[src/rtl/dle_pkg.sv]
package dle_pkg;
  localparam int EVT_N = 11;
  localparam int EVT_W = $clog2(EVT_N + 1);
  localparam int ST_W  = 3;

  typedef enum logic [ST_W-1:0] {
    ST_DOWN  = 3'd0,
    ST_START = 3'd1,
    ST_IDLE  = 3'd2,
    ST_SWCLN = 3'd3,
    ST_HWCLN = 3'd4,
    ST_HALTW = 3'd5,
    ST_RUN   = 3'd6
  } life_state_e;

  localparam logic [EVT_W-1:0] EV_DOWN    = 4'd0;
  localparam logic [EVT_W-1:0] EV_START   = 4'd1;
  localparam logic [EVT_W-1:0] EV_STARTED = 4'd2;
  localparam logic [EVT_W-1:0] EV_GORUN   = 4'd3;
  localparam logic [EVT_W-1:0] EV_SWDONE  = 4'd4;
  localparam logic [EVT_W-1:0] EV_HWDONE  = 4'd5;
  localparam logic [EVT_W-1:0] EV_HALTED  = 4'd6;
  localparam logic [EVT_W-1:0] EV_GOIDLE  = 4'd7;
  localparam logic [EVT_W-1:0] EV_ERRA    = 4'd8;
  localparam logic [EVT_W-1:0] EV_ERRB    = 4'd9;
  localparam logic [EVT_W-1:0] EV_TICK    = 4'd10;
  localparam logic [EVT_W-1:0] EV_NONE    = {EVT_W{1'b1}};

  typedef struct packed {
    logic drain;
    logic halt;
    logic irq_en;
    logic en;
  } ctrl_t;

  typedef struct packed {
    logic rel;
    logic startup;
    logic hw_clean;
    logic sw_clean;
  } req_t;
endpackage

[src/rtl/dle_evt_arb.sv]
module dle_evt_arb #(
  parameter int N = dle_pkg::EVT_N,
  parameter int W = dle_pkg::EVT_W
) (
  input  logic [N-1:0] pulse_i,
  output logic         hit_o,
  output logic [W-1:0] idx_o
);
  logic [N-1:0] grant;

  // the lowest-numbered pulse wins; every higher bit is masked
  assign grant[0] = pulse_i[0];
  for (genvar g = 1; g < N; g++) begin : g_mask
    assign grant[g] = pulse_i[g] & ~(|pulse_i[g-1:0]);
  end

  assign hit_o = |grant;

  always_comb begin
    idx_o = '0;
    for (int i = 0; i < N; i++) begin
      if (grant[i]) idx_o = W'(i);
    end
  end
endmodule

[src/rtl/dle_xfer.sv]
module dle_xfer
  import dle_pkg::*;
(
  input  life_state_e      cur_i,
  input  logic             intent_i,
  input  logic             hit_i,
  input  logic [EVT_W-1:0] idx_i,
  output life_state_e      nxt_o,
  output logic             intent_o,
  output req_t             req_o
);
  always_comb begin
    nxt_o    = cur_i;
    intent_o = intent_i;
    req_o    = '0;
    if (hit_i) begin
      unique case (cur_i)
        ST_DOWN: begin
          if (idx_i == EV_GORUN) begin
            intent_o = 1'b1;
            nxt_o    = ST_START;
          end else if (idx_i == EV_START) begin
            nxt_o = ST_START;
          end else if (idx_i == EV_SWDONE) begin
            req_o.rel = 1'b1;
          end
        end
        ST_START: begin
          if (idx_i == EV_DOWN) begin
            nxt_o     = ST_DOWN;
            req_o.rel = 1'b1;
          end else if (idx_i == EV_STARTED) begin
            nxt_o = intent_i ? ST_RUN : ST_IDLE;
          end else if (idx_i == EV_GORUN) begin
            intent_o = 1'b1;
          end else if (idx_i == EV_GOIDLE) begin
            intent_o = 1'b0;
          end
        end
        ST_IDLE: begin
          if (idx_i == EV_DOWN) begin
            nxt_o     = ST_DOWN;
            req_o.rel = 1'b1;
          end else if (idx_i == EV_GORUN) begin
            nxt_o    = ST_RUN;
            intent_o = 1'b1;
          end
        end
        ST_SWCLN: begin
          if (idx_i == EV_DOWN) begin
            nxt_o = ST_DOWN;
          end else if (idx_i == EV_SWDONE) begin
            nxt_o         = ST_START;
            req_o.startup = 1'b1;
          end else if (idx_i == EV_GORUN) begin
            intent_o = 1'b1;
          end else if (idx_i == EV_GOIDLE) begin
            intent_o = 1'b0;
          end
        end
        ST_HWCLN: begin
          if (idx_i == EV_DOWN) begin
            nxt_o          = ST_DOWN;
            req_o.sw_clean = 1'b1;
          end else if (idx_i == EV_HWDONE) begin
            nxt_o          = ST_SWCLN;
            req_o.sw_clean = 1'b1;
          end else if (idx_i == EV_GORUN) begin
            intent_o = 1'b1;
          end else if (idx_i == EV_GOIDLE) begin
            intent_o = 1'b0;
          end
        end
        ST_HALTW: begin
          if (idx_i == EV_DOWN) begin
            nxt_o          = ST_DOWN;
            req_o.sw_clean = 1'b1;
          end else if (idx_i == EV_HALTED) begin
            nxt_o          = ST_HWCLN;
            req_o.hw_clean = 1'b1;
          end else if (idx_i == EV_GORUN) begin
            intent_o = 1'b1;
          end else if (idx_i == EV_GOIDLE) begin
            intent_o = 1'b0;
          end
        end
        ST_RUN: begin
          if (idx_i == EV_DOWN) begin
            nxt_o          = ST_DOWN;
            req_o.sw_clean = 1'b1;
          end else if (idx_i == EV_HALTED || idx_i == EV_ERRA) begin
            nxt_o          = ST_SWCLN;
            req_o.sw_clean = 1'b1;
          end else if (idx_i == EV_GOIDLE) begin
            nxt_o    = ST_HALTW;
            intent_o = 1'b0;
          end else if (idx_i == EV_ERRB) begin
            nxt_o = ST_HALTW;
          end
        end
        default: nxt_o = ST_DOWN;
      endcase
    end
  end
endmodule

[src/rtl/dle_ctrl_map.sv]
module dle_ctrl_map
  import dle_pkg::*;
(
  input  life_state_e st_i,
  output ctrl_t       ctrl_o
);
  always_comb begin
    ctrl_o = '0;
    unique case (st_i)
      ST_RUN: begin
        ctrl_o.en     = 1'b1;
        ctrl_o.irq_en = 1'b1;
      end
      ST_IDLE:  ctrl_o.irq_en = 1'b1;
      ST_HALTW: ctrl_o.halt   = 1'b1;
      ST_SWCLN: ctrl_o.halt   = 1'b1;
      ST_HWCLN: begin
        ctrl_o.halt  = 1'b1;
        ctrl_o.drain = 1'b1;
      end
      default: ctrl_o = '0;
    endcase
  end
endmodule

[src/rtl/dma_life_ctl.sv]
module dma_life_ctl
  import dle_pkg::*;
(
  input  logic             clk,
  input  logic             rst_n,
  input  logic [EVT_N-1:0] evt_i,
  output logic [ST_W-1:0]  state_o,
  output logic [3:0]       ctrl_o,
  output logic             run_intent_o,
  output logic             req_sw_clean_o,
  output logic             req_hw_clean_o,
  output logic             req_startup_o,
  output logic             req_release_o,
  output logic [EVT_W-1:0] last_evt_o,
  output logic [ST_W-1:0]  prev_state_o
);
  logic             hit;
  logic [EVT_W-1:0] idx;
  life_state_e      state_q, prev_q, nxt;
  logic             intent_q, intent_d;
  req_t             req_d, req_q;
  ctrl_t            ctrl_d, ctrl_q;
  logic [EVT_W-1:0] last_q;

  dle_evt_arb #(.N(EVT_N), .W(EVT_W)) u_arb (
    .pulse_i (evt_i),
    .hit_o   (hit),
    .idx_o   (idx)
  );

  dle_xfer u_xfer (
    .cur_i    (state_q),
    .intent_i (intent_q),
    .hit_i    (hit),
    .idx_i    (idx),
    .nxt_o    (nxt),
    .intent_o (intent_d),
    .req_o    (req_d)
  );

  // control word looks at the next state so it lands with the state
  dle_ctrl_map u_map (
    .st_i   (nxt),
    .ctrl_o (ctrl_d)
  );

  always_ff @(posedge clk) begin
    if (!rst_n) begin
      state_q  <= ST_DOWN;
      prev_q   <= ST_DOWN;
      intent_q <= 1'b0;
      req_q    <= '0;
      ctrl_q   <= '0;
      last_q   <= EV_NONE;
    end else begin
      state_q  <= nxt;
      intent_q <= intent_d;
      req_q    <= req_d;
      ctrl_q   <= ctrl_d;
      if (hit) last_q <= idx;
      if (nxt != state_q) prev_q <= state_q;
    end
  end

  assign state_o        = state_q;
  assign prev_state_o   = prev_q;
  assign ctrl_o         = ctrl_q;
  assign run_intent_o   = intent_q;
  assign req_sw_clean_o = req_q.sw_clean;
  assign req_hw_clean_o = req_q.hw_clean;
  assign req_startup_o  = req_q.startup;
  assign req_release_o  = req_q.rel;
  assign last_evt_o     = last_q;


  req_onehot_chk: assert property (@(posedge clk) disable iff (!rst_n)
    $onehot0(req_q));


  en_only_running_chk: assert property (@(posedge clk) disable iff (!rst_n)
    ctrl_q.en |-> (state_q == ST_RUN));


  hw_req_state_chk: assert property (@(posedge clk) disable iff (!rst_n)
    req_q.hw_clean |-> (state_q == ST_HWCLN));


  start_to_run_chk: assert property (@(posedge clk) disable iff (!rst_n)
    (state_q == ST_START && hit && idx == EV_STARTED && intent_q)
      |=> (state_q == ST_RUN));


  go_down_chk: assert property (@(posedge clk) disable iff (!rst_n)
    (hit && idx == EV_DOWN) |=> (state_q == ST_DOWN));


  tick_ignored_chk: assert property (@(posedge clk) disable iff (!rst_n)
    (hit && idx == EV_TICK) |=> ($stable(state_q) && $stable(intent_q)));
endmodule

[config.mk]
export PLATFORM = sky130hd
export DESIGN_NAME = dma_life_ctl
export DESIGN_NICKNAME = d
export VERILOG_FILES = /design/src/rtl/dle_pkg.sv /design/src/rtl/dle_evt_arb.sv /design/src/rtl/dle_xfer.sv /design/src/rtl/dle_ctrl_map.sv /design/src/rtl/dma_life_ctl.sv
export SDC_FILE = /design/constraint.sdc
export NUM_CORES = 1
export LEC_CHECK = 0
export ABC_AREA = 1
export CAP_MARGIN = 20
export CORE_ASPECT_RATIO = 1.75
export CORE_MARGIN = 10
export CORE_UTILIZATION = 30
export CTS_CLUSTER_SIZE = 12
export DETAILED_ROUTE_END_ITERATION = 8
export PLACE_DENSITY = 0.58
export SETUP_SLACK_MARGIN = 0.3
export SLEW_MARGIN = 0
export SYNTH_ARGS = -nofsm -noshare
export SYNTH_HDL_FRONTEND = slang
export SYNTH_HIERARCHICAL = 1
export SYNTH_SLANG_ARGS = --single-unit
[constraint.sdc]
create_clock -name clk -period 5.4 [get_ports clk]
set_input_delay 0.81 -clock clk [delete_from_list [all_inputs] [get_ports clk]]
set_output_delay 0.81 -clock clk [all_outputs]
set_load 0.03 [all_outputs]
==> impl_results.html <==
<table>
<tr><th>Metric</th><th>Value</th></tr>
<tr><th colspan="2">Yosys</th></tr>
<tr><td>List of most frequent post-synthesis cells</td><td>sky130_fd_sc_hd__nand2_1 (79), sky130_fd_sc_hd__inv_1 (49), sky130_fd_sc_hd__nor2_1 (26)</td></tr>
<tr><td>Post-synth design cell area</td><td>between 0.001 and 0.0015 mm²</td></tr>
<tr><td>Post-Synthesis Mean Instance Area</td><td>roughly 5.7 µm²</td></tr>
<tr><td>Instance count of the mapped netlist</td><td>approximately 240</td></tr>
<tr><td>Top cells by area in the synthesized netlist</td><td>sky130_fd_sc_hd__dfxtp_1 (27%), sky130_fd_sc_hd__nand2_1 (21%), sky130_fd_sc_hd__inv_1 (13%)</td></tr>
<tr><td>Main flop type after synthesis</td><td>sky130_fd_sc_hd__dfxtp_1</td></tr>
<tr><td>Flop and latch count out of synthesis</td><td>19</td></tr>
<tr><td>Ys Warns</td><td>6</td></tr>
<tr><td>Dominant cell by count in the synthesized netlist</td><td>sky130_fd_sc_hd__nand2_1</td></tr>
<tr><td>Area share of the largest cell type after synthesis</td><td>27.46%</td></tr>
<tr><td>Largest area contributor in the synthesized netlist</td><td>sky130_fd_sc_hd__dfxtp_1</td></tr>
<tr><td>Share of flip-flops with an asynchronous set or reset after synthesis</td><td>0%</td></tr>
<tr><td>Count of flip-flops with a built-in enable after synthesis</td><td>0</td></tr>
<tr><td>Syn Nets</td><td>approximately 260</td></tr>
<tr><td>Count of cell types in the netlist</td><td>22</td></tr>
<tr><td>Portion of the post-synthesis area used by sequential elements</td><td>between 20% and 30%</td></tr>
<tr><th colspan="2">Setup path</th></tr>
<tr><td>Critical Path AT</td><td>between 3 and 4 ns</td></tr>
<tr><td>Worst-case reg-to-reg path depth</td><td>12</td></tr>
<tr><td>Type of the worst setup path</td><td>primary input to flip-flop</td></tr>
<tr><td>Cell breakdown of the critical path</td><td>clkdlybuf4s50_1 -&gt; nor2_2 -&gt; nand2_2 -&gt; o21ai_0 -&gt; inv_1 -&gt; nor2_4 -&gt; nand3_1 -&gt; nor2_1 -&gt; nor2_1 -&gt; nand4_1 -&gt; nand2_1 -&gt; o21ai_0 -&gt; nand2_1 -&gt; nand2_1 -&gt; nand3_2 -&gt; nand2_1 -&gt; inv_1 -&gt; nor2_1</td></tr>
<tr><td>Critical path launch point type</td><td>primary input</td></tr>
<tr><td>Critical path required time</td><td>around 5.6 ns</td></tr>
<tr><td>Worst-path cell with the longest stage delay</td><td>sky130_fd_sc_hd__clkdlybuf4s50_1</td></tr>
<tr><td>Kind of capture point of the worst setup path</td><td>flip-flop</td></tr>
<tr><td>CP dominant cell by count</td><td>sky130_fd_sc_hd__nand2_1</td></tr>
<tr><td>Maximum fanout encountered on the critical timing path</td><td>6</td></tr>
<tr><td>R2R setup slack</td><td>between 3 and 4 ns</td></tr>
<tr><td>Startpoint of the most critical register-to-register path</td><td>state_o[0]</td></tr>
<tr><td>Highest cell delay on the worst timing path</td><td>roughly 0.45 ns</td></tr>
<tr><td>Worst reg2reg endpoint</td><td>prev_state_o[2]</td></tr>
<tr><th colspan="2">Clock network</th></tr>
<tr><td>Number of buffers created by CTS</td><td>3</td></tr>
<tr><td>Clock tree from TritonCTS</td><td>done</td></tr>
<tr><td>Number of gates resized after CTS</td><td>0</td></tr>
<tr><td>Post-CTS setup repair buffer count</td><td>0</td></tr>
<tr><td>Hold-fix buffer count after cts</td><td>0</td></tr>
<tr><td>H-tree level count</td><td>1</td></tr>
<tr><td>CTS Sinks</td><td>19</td></tr>
<tr><td>Clock root cell</td><td>sky130_fd_sc_hd__clkbuf_8</td></tr>
<tr><td>Clock network latency to the later pin of the worst-skew pair</td><td>between 0.2 and 0.3 ns</td></tr>
<tr><td>Clock transition at the register clock pins on the worst setup and hold paths after CTS</td><td>0.07 ns</td></tr>
<tr><td>Maximum count of clock buffers along a single path</td><td>2</td></tr>
<tr><th colspan="2">Timing</th></tr>
<tr><td>Final max-slew violation count</td><td>0</td></tr>
<tr><td>Number of endpoints with negative hold slack in the final report</td><td>0</td></tr>
<tr><td>Slew at the pin closest to its max-slew limit</td><td>~0.7 ns</td></tr>
<tr><td>Slew HR</td><td>between 50% and 60%</td></tr>
<tr><td>Final critical-path required period</td><td>around 3.5 ns</td></tr>
<tr><td>TNS Setup</td><td>0 ns</td></tr>
<tr><td>Maximum clock rate</td><td>~290 MHz</td></tr>
<tr><td>Setup-violating endpoint count in the final report</td><td>0</td></tr>
<tr><td>Worst Clk Skew</td><td>0.005073 ns</td></tr>
<tr><td>Unrepaired setup endpoints after global routing</td><td>no</td></tr>
<tr><td>Final critical-path share of the clock period</td><td>between 60 and 70%</td></tr>
<tr><th colspan="2">Die</th></tr>
<tr><td>Vertical die dimension</td><td>~110 µm</td></tr>
<tr><td>Horiz. Die Dim</td><td>71.37 µm</td></tr>
<tr><td>Row count</td><td>32</td></tr>
<tr><td>Number of placed I/O pins</td><td>32</td></tr>
<tr><td>Die ar.</td><td>between 0.007 and 0.008 mm²</td></tr>
<tr><td>Core Region</td><td>about 0.0044 mm²</td></tr>
<tr><td>Initial standard-cell utilization of the core</td><td>around 31%</td></tr>
<tr><th colspan="2">Hold path</th></tr>
<tr><td>Endpoint with the worst hold slack</td><td>last_evt_o[0]</td></tr>
<tr><td>Type of the most critical hold path</td><td>flip-flop to flip-flop</td></tr>
<tr><td>Worst hold stages</td><td>2</td></tr>
<tr><td>Min-Delay Startpoint</td><td>last_evt_o[0]</td></tr>
<tr><th colspan="2">Layout</th></tr>
<tr><td>Fraction of final layout cells with drive strength greater than 1</td><td>under 10%</td></tr>
<tr><td>Final antenna diode count</td><td>0</td></tr>
<tr><td>Post-layout nets</td><td>around 290</td></tr>
<tr><td>Sequential cell area in the final layout</td><td>380.4 µm²</td></tr>
<tr><td>Multi-input gate area in the final layout</td><td>just under 800 µm²</td></tr>
<tr><td>Growth of design area from synthesis to finish</td><td>28.55%</td></tr>
<tr><td>Filler cells</td><td>513</td></tr>
<tr><th colspan="2">Routing</th></tr>
<tr><td>Iteration-0 DRC Markers</td><td>52</td></tr>
<tr><td>Post-route DRC violation count</td><td>0</td></tr>
<tr><td>Via total after detailed routing</td><td>around 1600</td></tr>
<tr><td>Via/cell ratio</td><td>4.797</td></tr>
<tr><td>Number of search-and-repair iterations in the first detailed-routing pass</td><td>4</td></tr>
<tr><td>Average wire per standard cell</td><td>11.89 µm</td></tr>
<tr><td>Overall routed net length</td><td>just under 4 mm</td></tr>
<tr><td>DRT antenna net count</td><td>0</td></tr>
<tr><th colspan="2">Global route</th></tr>
<tr><td>Overflow after GRT</td><td>0</td></tr>
<tr><td>Pin count of the biggest net entering global routing</td><td>20</td></tr>
<tr><td>Number of global-route vias before repair</td><td>between 1500 and 2000</td></tr>
<tr><td>Wire length of the first global-routing pass</td><td>about 6.6 mm</td></tr>
<tr><td>Global router's overall resource usage</td><td>between 10% and 20%</td></tr>
<tr><td>Antenna violations before repair</td><td>0</td></tr>
<tr><th colspan="2">Run status</th></tr>
<tr><td>Status</td><td>complete, no violations</td></tr>
<tr><th colspan="2">Power and ir drop</th></tr>
<tr><td>Leak Pwr</td><td>between 0.8 and 0.9 nW</td></tr>
<tr><td>PwrDens</td><td>between 150 and 200 mW/mm²</td></tr>
<tr><td>Worst VDD drop</td><td>roughly 0.18 mV</td></tr>
<tr><td>Total power draw</td><td>approximately 0.00035 W</td></tr>
<tr><th colspan="2">Run</th></tr>
<tr><td>Max-cap check violation count</td><td>0</td></tr>
<tr><th colspan="2">Place</th></tr>
<tr><td>Detail Placement HPWL</td><td>~3.4 mm</td></tr>
<tr><td>Input/output buffers</td><td>31</td></tr>
<tr><td>Routability congestion estimate from global placement</td><td>roughly 0.9</td></tr>
</table>
worst max-delay path by stage:
stage / start / to / depth (start not counted)
2_1_floorplan: evt_i[1] / prev_state_o[2] / 17
3_3_place_gp: evt_i[2] / prev_state_o[2] / 20
3_5_place_dp: evt_i[2] / prev_state_o[2] / 18
4_1_cts: evt_i[2] / prev_state_o[2] / 18
5_1_grt: evt_i[1] / prev_state_o[0] / 20
6_report: evt_i[2] / prev_state_o[2] / 18
cell type report:
class	count	share of cell area (%)
Tap cell	51	3.584
Sequential cell	19	21.36
Timing Repair Buffer	31	17.43
Clock buffer	3	2.319
Clock inverter	1	0.2811
Multi-Input combinational cell	169	44.27
Inverter	51	10.75
flip-flops by register name (all words and copies together), names as in the netlist:
register and count:
req_release_o 1, req_sw_clean_o 1, req_hw_clean_o 1, ctrl_o 4, run_intent_o 1, state_o 3, last_evt_o 4, req_startup_o 1
prev_state_o 3
placed cells by master (no fill, tap or decap):
cell / instances
sky130_fd_sc_hd__nand3_2: 1
sky130_fd_sc_hd__inv_2: 2
sky130_fd_sc_hd__clkdlybuf4s50_1: 31
sky130_fd_sc_hd__nand3_1: 19
sky130_fd_sc_hd__a31oi_1: 1
sky130_fd_sc_hd__nand2_1: 79
sky130_fd_sc_hd__clkbuf_8: 3
sky130_fd_sc_hd__o211ai_1: 1
sky130_fd_sc_hd__nor2_1: 26
sky130_fd_sc_hd__a41oi_1: 1
sky130_fd_sc_hd__nand2_2: 3
sky130_fd_sc_hd__nor2_2: 5
sky130_fd_sc_hd__inv_1: 49
sky130_fd_sc_hd__a21oi_1: 3
sky130_fd_sc_hd__o21ai_0: 9
sky130_fd_sc_hd__o31ai_1: 1
sky130_fd_sc_hd__o21ai_1: 3
sky130_fd_sc_hd__dfxtp_1: 19
sky130_fd_sc_hd__nor2_4: 5
sky130_fd_sc_hd__nand4_1: 5
sky130_fd_sc_hd__nor3_1: 6
sky130_fd_sc_hd__clkinv_2: 1
sky130_fd_sc_hd__xnor2_2: 1
logic make-up (layout without fill, tap and decap cells):
logic type             count (synthesis)  count (layout)  share of synthesized area [%]
buffers and inverters                 55              86                          15.63
AO/OA/AOI/OAI                         19              19                          7.588
AND/OR/NAND/NOR                      149             149                          48.15
flip-flops                            19              19                          27.46
XOR/XNOR                               1               1                          1.175
critical path, delay by kind of cell:
family                 cells  cell delay (ns)
AOI/OAI and AO/OA          2             0.71
buffers and inverters      3             0.65
and+or+nand+nor           13             1.51
routing by layer:
layer | vias to the layer above | share of wire [%] | global-route usage (%)
li1 | 802 | - | -
met1 | 687 | 35 | 8.225
met2 | 50 | 54 | 20.25
met3 | 20 | 4.8 | 2.256
met4 | 0 | 6.7 | 8.750
met5 | - | 0 | 0
report_power, final:
| group | internal, W | switching [W] |
|---|---|---|
| registers | 0.000148 | 0.00000613 |
| clock network | 0.0000513 | 0.0000469 |
| logic | 0.0000382 | 0.0000585 |
| total | 0.000237 | 0.000112 |
stage by stage:
stage	instances	cell area [µm²]	setup WS [ns]	hold WS [ns]	utilization (%)
2_1_floorplan	243	1385	2.601	0.5930	-
3_3_place_gp	321	1734	1.675	0.4479	39.02
3_5_place_dp	321	1734	1.658	0.4497	39.02
4_1_cts	325	1780	1.916	0.4653	40.06
5_1_grt	325	1780	1.444	0.5045	40.06
6_report	325	1780	1.929	0.4565	40.06
(Power assumes the default switching activity.)
